**config.mk**
```make
export PLATFORM = sky130hd
export DESIGN_NAME = stepper_indexer
export DESIGN_NICKNAME = d
export VERILOG_FILES = /design/src/rtl/stepper_pkg.sv /design/src/rtl/step_edge_sync.sv /design/src/rtl/res_decode.sv /design/src/rtl/step_planner.sv /design/src/rtl/wave_lut.sv /design/src/rtl/stepper_indexer.sv
export SDC_FILE = /design/constraint.sdc
export NUM_CORES = 1
export LEC_CHECK = 0
export BUFFER_PORTS_ARGS = -buffer_cell sky130_fd_sc_hd__clkbuf_2
export CORE_MARGIN = 2
export CORE_UTILIZATION = 55
export CTS_BUF_LIST = sky130_fd_sc_hd__clkbuf_8 sky130_fd_sc_hd__clkbuf_16
export DETAILED_ROUTE_END_ITERATION = 8
export HOLD_SLACK_MARGIN = 0.03
export PLACE_DENSITY = 0.75
export SLEW_MARGIN = 5
export SYNTH_ARGS = -nofsm -noshare
export SYNTH_HDL_FRONTEND = slang
export SYNTH_HIERARCHICAL = 1
export SYNTH_SLANG_ARGS = --single-unit
```
**constraint.sdc**
```tcl
create_clock -name clk -period 7.1 [get_ports clk]
set_input_delay 0.71 -clock clk [delete_from_list [all_inputs] [get_ports clk]]
set_output_delay 0.71 -clock clk [all_outputs]
set_load 0.05 [all_outputs]
```
**src/rtl/stepper_pkg.sv**
```systemverilog
package stepper_pkg;
  localparam int IDX_W    = 7;
  localparam int MAG_W    = 5;
  localparam int N_POS    = 1 << IDX_W;
  localparam int QTR      = N_POS / 4;
  localparam int HALF     = N_POS / 2;
  localparam int HOME_IDX = QTR / 2;
  localparam int SHIFT_W  = 3;

  typedef enum logic [2:0] {
    RES_FULL = 3'd0,
    RES_HALF = 3'd1,
    RES_QTR  = 3'd2,
    RES_8TH  = 3'd3,
    RES_16TH = 3'd4,
    RES_32ND = 3'd5
  } res_t;

  // magnitude of the first quarter wave, 0..QTR inclusive
  function automatic logic [MAG_W-1:0] quarter_mag(input logic [5:0] k);
    logic [MAG_W-1:0] m;
    case (k)
      6'd0:  m = 5'd0;   6'd1:  m = 5'd2;   6'd2:  m = 5'd3;
      6'd3:  m = 5'd5;   6'd4:  m = 5'd6;   6'd5:  m = 5'd8;
      6'd6:  m = 5'd9;   6'd7:  m = 5'd10;  6'd8:  m = 5'd12;
      6'd9:  m = 5'd13;  6'd10: m = 5'd15;  6'd11: m = 5'd16;
      6'd12: m = 5'd17;  6'd13: m = 5'd18;  6'd14: m = 5'd20;
      6'd15: m = 5'd21;  6'd16: m = 5'd22;  6'd17: m = 5'd23;
      6'd18: m = 5'd24;  6'd19: m = 5'd25;  6'd20: m = 5'd26;
      6'd21: m = 5'd27;  6'd22: m = 5'd27;  6'd23: m = 5'd28;
      6'd24: m = 5'd29;  6'd25: m = 5'd29;  6'd26: m = 5'd30;
      6'd27: m = 5'd30;  6'd28: m = 5'd30;  6'd29: m = 5'd31;
      6'd30: m = 5'd31;  6'd31: m = 5'd31;  6'd32: m = 5'd31;
      default: m = 5'd0;
    endcase
    return m;
  endfunction
endpackage

```
**src/rtl/step_edge_sync.sv**
```systemverilog
module step_edge_sync #(
  parameter int STAGES = 2
) (
  input  logic clk,
  input  logic rst,
  input  logic async_in,
  output logic rise_pulse
);
  logic [STAGES:0] chain_q;

  genvar g;
  generate
    for (g = 0; g <= STAGES; g++) begin : g_stage
      if (g == 0) begin : g_first
        always_ff @(posedge clk) begin
          if (rst) chain_q[0] <= 1'b0;
          else     chain_q[0] <= async_in;
        end
      end else begin : g_next
        always_ff @(posedge clk) begin
          if (rst) chain_q[g] <= 1'b0;
          else     chain_q[g] <= chain_q[g-1];
        end
      end
    end
  endgenerate

  assign rise_pulse = chain_q[STAGES-1] & ~chain_q[STAGES];

  // an edge yields a single-cycle pulse
  a_r1_single_pulse: assert property (@(posedge clk) disable iff (rst)
    rise_pulse |=> !rise_pulse);
endmodule

```
**src/rtl/res_decode.sv**
```systemverilog
module res_decode
  import stepper_pkg::*;
(
  input  logic               res_hi,
  input  logic [1:0]         res_lo,
  output res_t               res,
  output logic [SHIFT_W-1:0] move_shift
);
  always_comb begin
    if (!res_hi) begin
      if (res_lo[1])     res = RES_QTR;
      else if (res_lo[0]) res = RES_HALF;
      else               res = RES_FULL;
    end else begin
      if (res_lo[1])     res = RES_32ND;
      else if (res_lo[0]) res = RES_16TH;
      else               res = RES_8TH;
    end
  end

  always_comb begin
    case (res)
      RES_FULL: move_shift = 3'd5;
      RES_HALF: move_shift = 3'd4;
      RES_QTR:  move_shift = 3'd3;
      RES_8TH:  move_shift = 3'd2;
      RES_16TH: move_shift = 3'd1;
      default:  move_shift = 3'd0;
    endcase
  end
endmodule

```
**src/rtl/step_planner.sv**
```systemverilog
module step_planner
  import stepper_pkg::*;
(
  input  logic [IDX_W-1:0]   cur_idx,
  input  logic               dir,
  input  logic [SHIFT_W-1:0] move_shift,
  input  logic               full_mode,
  output logic [IDX_W-1:0]   nxt_idx
);
  logic [IDX_W-1:0] offset, rel, inc, mask, rel_nxt;
  logic             aligned;

  always_comb begin
    offset  = full_mode ? IDX_W'(HOME_IDX) : '0;
    inc     = IDX_W'(1) << move_shift;
    mask    = inc - IDX_W'(1);
    rel     = cur_idx - offset;
    aligned = ((rel & mask) == '0);
    if (dir) rel_nxt = aligned ? rel + inc : (rel | mask) + IDX_W'(1);
    else     rel_nxt = aligned ? rel - inc : (rel & ~mask);
    nxt_idx = rel_nxt + offset;
  end
endmodule

```
**src/rtl/wave_lut.sv**
```systemverilog
module wave_lut
  import stepper_pkg::*;
#(
  parameter int PHASE = 0
) (
  input  logic [IDX_W-1:0] idx,
  output logic             neg,
  output logic [MAG_W-1:0] mag
);
  logic [IDX_W-1:0] p;
  logic [IDX_W-2:0] k;
  logic [IDX_W-2:0] fold;

  always_comb begin
    p    = idx + IDX_W'(PHASE);
    k    = p[IDX_W-2:0];
    fold = (k > (IDX_W-1)'(QTR)) ? (IDX_W-1)'(HALF) - k : k;
    neg  = p[IDX_W-1] && (k != '0);
    mag  = quarter_mag(fold);
  end
endmodule

```
**src/rtl/stepper_indexer.sv**
```systemverilog
module stepper_indexer
  import stepper_pkg::*;
#(
  parameter int SYNC_STAGES = 2
) (
  input  logic             clk,
  input  logic             rst,
  input  logic             step_in,
  input  logic             dir,
  input  logic             res_hi,
  input  logic [1:0]       res_lo,
  input  logic             out_disable,
  output logic             bridge_en,
  output logic             a_neg,
  output logic [MAG_W-1:0] a_mag,
  output logic             a_rising,
  output logic             b_neg,
  output logic [MAG_W-1:0] b_mag,
  output logic             b_rising
);
  localparam int N_WIND = 2;

  logic               step_pulse;
  res_t               res;
  logic [SHIFT_W-1:0] move_shift;
  logic [IDX_W-1:0]   idx_q, idx_nxt;
  logic [N_WIND-1:0]  cur_neg, nxt_neg, rise_q;
  logic [MAG_W-1:0]   cur_mag [N_WIND];
  logic [MAG_W-1:0]   nxt_mag [N_WIND];

  step_edge_sync #(.STAGES(SYNC_STAGES)) u_sync (
    .clk(clk), .rst(rst), .async_in(step_in), .rise_pulse(step_pulse)
  );

  res_decode u_dec (
    .res_hi(res_hi), .res_lo(res_lo), .res(res), .move_shift(move_shift)
  );

  step_planner u_plan (
    .cur_idx(idx_q), .dir(dir), .move_shift(move_shift),
    .full_mode(res == RES_FULL), .nxt_idx(idx_nxt)
  );

  always_ff @(posedge clk) begin
    if (rst)             idx_q <= IDX_W'(HOME_IDX);
    else if (step_pulse) idx_q <= idx_nxt;
  end

  genvar w;
  generate
    for (w = 0; w < N_WIND; w++) begin : g_wind
      // winding 0 (A) leads by a quarter cycle: cosine
      localparam int PH = (w == 0) ? QTR : 0;
      wave_lut #(.PHASE(PH)) u_cur (
        .idx(idx_q), .neg(cur_neg[w]), .mag(cur_mag[w])
      );
      wave_lut #(.PHASE(PH)) u_nxt (
        .idx(idx_nxt), .neg(nxt_neg[w]), .mag(nxt_mag[w])
      );
      always_ff @(posedge clk) begin
        if (rst)             rise_q[w] <= 1'b0;
        else if (step_pulse) rise_q[w] <= (nxt_mag[w] > cur_mag[w]);
      end
    end
  endgenerate

  assign bridge_en = ~out_disable;
  assign a_neg     = cur_neg[0] & ~out_disable;
  assign b_neg     = cur_neg[1] & ~out_disable;
  assign a_mag     = out_disable ? '0 : cur_mag[0];
  assign b_mag     = out_disable ? '0 : cur_mag[1];
  assign a_rising  = rise_q[0];
  assign b_rising  = rise_q[1];

  // reset lands on home
  a_r6_home: assert property (@(posedge clk)
    rst |=> (idx_q == IDX_W'(HOME_IDX)));
  // no move without a step edge
  a_r1_hold_still: assert property (@(posedge clk) disable iff (rst)
    !step_pulse |=> $stable(idx_q));
  // full step lands on odd multiples of 45 degrees
  a_r4_full_grid: assert property (@(posedge clk) disable iff (rst)
    (step_pulse && res == RES_FULL) |=> (idx_q[4:0] == 5'd16));
  // a 1/32 move changes the position by exactly one entry
  a_r3_fine_move: assert property (@(posedge clk) disable iff (rst)
    (step_pulse && res == RES_32ND) |=>
      (idx_q == ($past(dir) ? $past(idx_q) + 7'd1 : $past(idx_q) - 7'd1)));
  // drive forced off while disabled
  a_r8_drive_off: assert property (@(posedge clk) disable iff (rst)
    out_disable |-> (!bridge_en && a_mag == '0 && b_mag == '0 && !a_neg && !b_neg));
  // a rising flag implies a nonzero magnitude
  a_r9_rise_nonzero: assert property (@(posedge clk) disable iff (rst)
    (a_rising && !out_disable) |-> (a_mag != '0));
endmodule

```
==> results.tsv <==
metric	value	unit
final setup vio count	0	
Max Fclk	0.1536	GHz
worst skew pair latency	0.23	ns
CP delay by family, top	compound AO/OA/AOI/OAI gates	
Avg Cell Area, Syn	7.431	µm²
synthesized instance count	604	
CTS resizes	0	
hold buffers post-CTS	0	
Period minus WS final	6.509	ns
per-cell routed wire length	15.82	µm
Slew Viols, Final	0	
setup_tns	0	ns
dpl hpwl	8908	µm
worst-path fanout max	23	
Worst-Margin Slew	0.7794	ns
worst hold path type	flop to flop	
Vias/cell	6.272	
critical path, cell by cell	clkbuf_2, mux2_4, nor3_1, ha_1, ha_1, inv_2, a22oi_1, nor2_1, a2111oi_4, buf_4, a31oi_1, ha_1, ha_1, nor2b_1, nand2_4, nand2_1, ha_1, o311ai_0, a221oi_1, o31ai_1, ha_1, a21oi_1, o2111ai_1, o221a_1	
unrepaired setup endpoints after global routing	false	
Overflow after GRT	0	
P&R area growth vs syn	3.568	%
kind of critical path	input port to flop	
final hold vios	0	
CTS tree	done	
number of global-route vias before repair	4190	
status	finished clean	
crit path DAT	6.63	ns
Antenna Diode Count	0	
Hold Crit Start	u_sync/chain_q[0]	
die area	8899	µm²
IO Pins	23	
Crit path top cell by count	ha_1	
Layout Skew	0.003284	ns
Final nets	681	
Power Total	1.258	mW
mapped cell area	4488	µm²
final period utilization	91.68	%
clock slew at reported path FFs	0.05	ns
Routed WL	11330	µm
row count	32	
Total GRT Usage	25.67	%
CP bufs+invs	3	
remaining antenna violation count	0	
Synth warnings	6	
DR DRC count	0	
worst ir drop on vdd	88.53	µV
Slowest Stage Delay on Critical Path	0.77	ns
CP endpoint kind	flop	
drt first pass iters	5	
kind of start point of the critical path	input port	
CTS H-tree depth	1	
die height	94.34	µm
Final Wtd Congestion	0.9830	
core area	7807	µm²
Worst Hold Depth	1	
largest net degree at the start of global routing	26	
r2r endpoint	a_rising	
first-pass GRT wire length	19150	µm
initial antenna violation count	0	
crit path max-delay cell type	ha_1	
CTS Buffer Depth	2	
relative slew slack	47.56	%
Root Buffer	clkbuf_8	
P_leak	2.080	nW
FF-to-FF setup slack	0.95	ns
initial core utilization	57.48	%
fraction of layout cells with a size suffix above 1	17.10	%
port bufs	22	
CP required	7.23	ns
FF-to-FF path depth	22	
DR iter-0 viols	242	
PD cells	270.6	nW/µm²
post-CTS repair timing setup buffer count	0	
Reg-to-Reg Start	idx_q[4]	
CTS Sinks	12	
vias after detailed routing	4491	
Die Wd	94.34	µm
CTS buffer count	3	
max-cap violation count	0	
Hold EP	u_sync/chain_q[1]	
Synth Net Count	669	
==> worst max-delay path by stage <==
stage                     slack (ns)  cells after the start    from  endpoint
after floorplan                 1.10                     25  res_hi  a_rising
after global placement          0.61                     23  res_hi  a_rising
after detailed placement        0.39                     23  res_hi  a_rising
after CTS                       0.63                     23  res_hi  a_rising
after global routing            0.24                     23  res_hi  a_rising
final                           0.59                     24  res_hi  a_rising
==> per-layer routing <==
| metal | up-vias | track usage [%] | wire length (µm) |
|---|---|---|---|
| li1 | 2222 | - | - |
| met1 | 2115 | 34.32 | 5202 |
| met2 | 138 | 44.76 | 5352 |
| met3 | 16 | 1.995 | 566 |
| met4 | 0 | 6.401 | 206 |
| met5 | - | 0 | 0 |
==> flip-flops by register name, indices dropped and copies added (netlist names) <==
signal,cells
a_rising,1
b_rising,1
idx_q,7
u_sync/chain_q,3
==> power breakdown <==
group / total, mW / switching [mW] / leakage [nW] / internal [mW]
logic: 1.12 / 0.693 / 1.96 / 0.429
registers: 0.0761 / 0.00474 / 0.0979 / 0.0713
clock network: 0.0597 / 0.0225 / 0.0216 / 0.0372
==> per-stage QoR <==
stage / utilization [%] / instance area, µm² / setup WS (ns) / hold WS (ns) / cells
after floorplan: - / 4488 / 1.101 / 0.4138 / 604
after global placement: 59.01 / 4607 / 0.6093 / 0.4495 / 713
after detailed placement: 59.01 / 4607 / 0.3939 / 0.4413 / 713
after CTS: 59.54 / 4648 / 0.6318 / 0.4466 / 716
after global routing: 59.54 / 4648 / 0.2351 / 0.4616 / 716
final: 59.54 / 4648 / 0.5909 / 0.4476 / 716
==> final cells by class <==
class | instances | area (µm²)
Multi-Input combinational cell | 505 | 3806
Inverter | 58 | 217.7
Sequential cell | 12 | 240.2
Tap cell | 102 | 127.6
Timing Repair Buffer | 36 | 215.2
Clock buffer | 3 | 41.29
Fill cell | 737 | 3159
==> layout by cell type, fill, tap and decap left out, drive strengths merged, types with 5 or more instances in the layout <==
master	count
nand3	17
xnor2	20
mux2	5
a21oi	40
o21ai	42
dfxtp	12
a211oi	14
inv	58
ha	55
a221oi	5
clkbuf	25
nor4	8
nand2	49
o21a	5
nor3	23
o211ai	10
buf	14
or3	5
xor2	8
o31ai	8
nor2b	16
nor2	72
and2	8
mux2i	11
No activity file was read; power rests on OpenSTA's default activity.
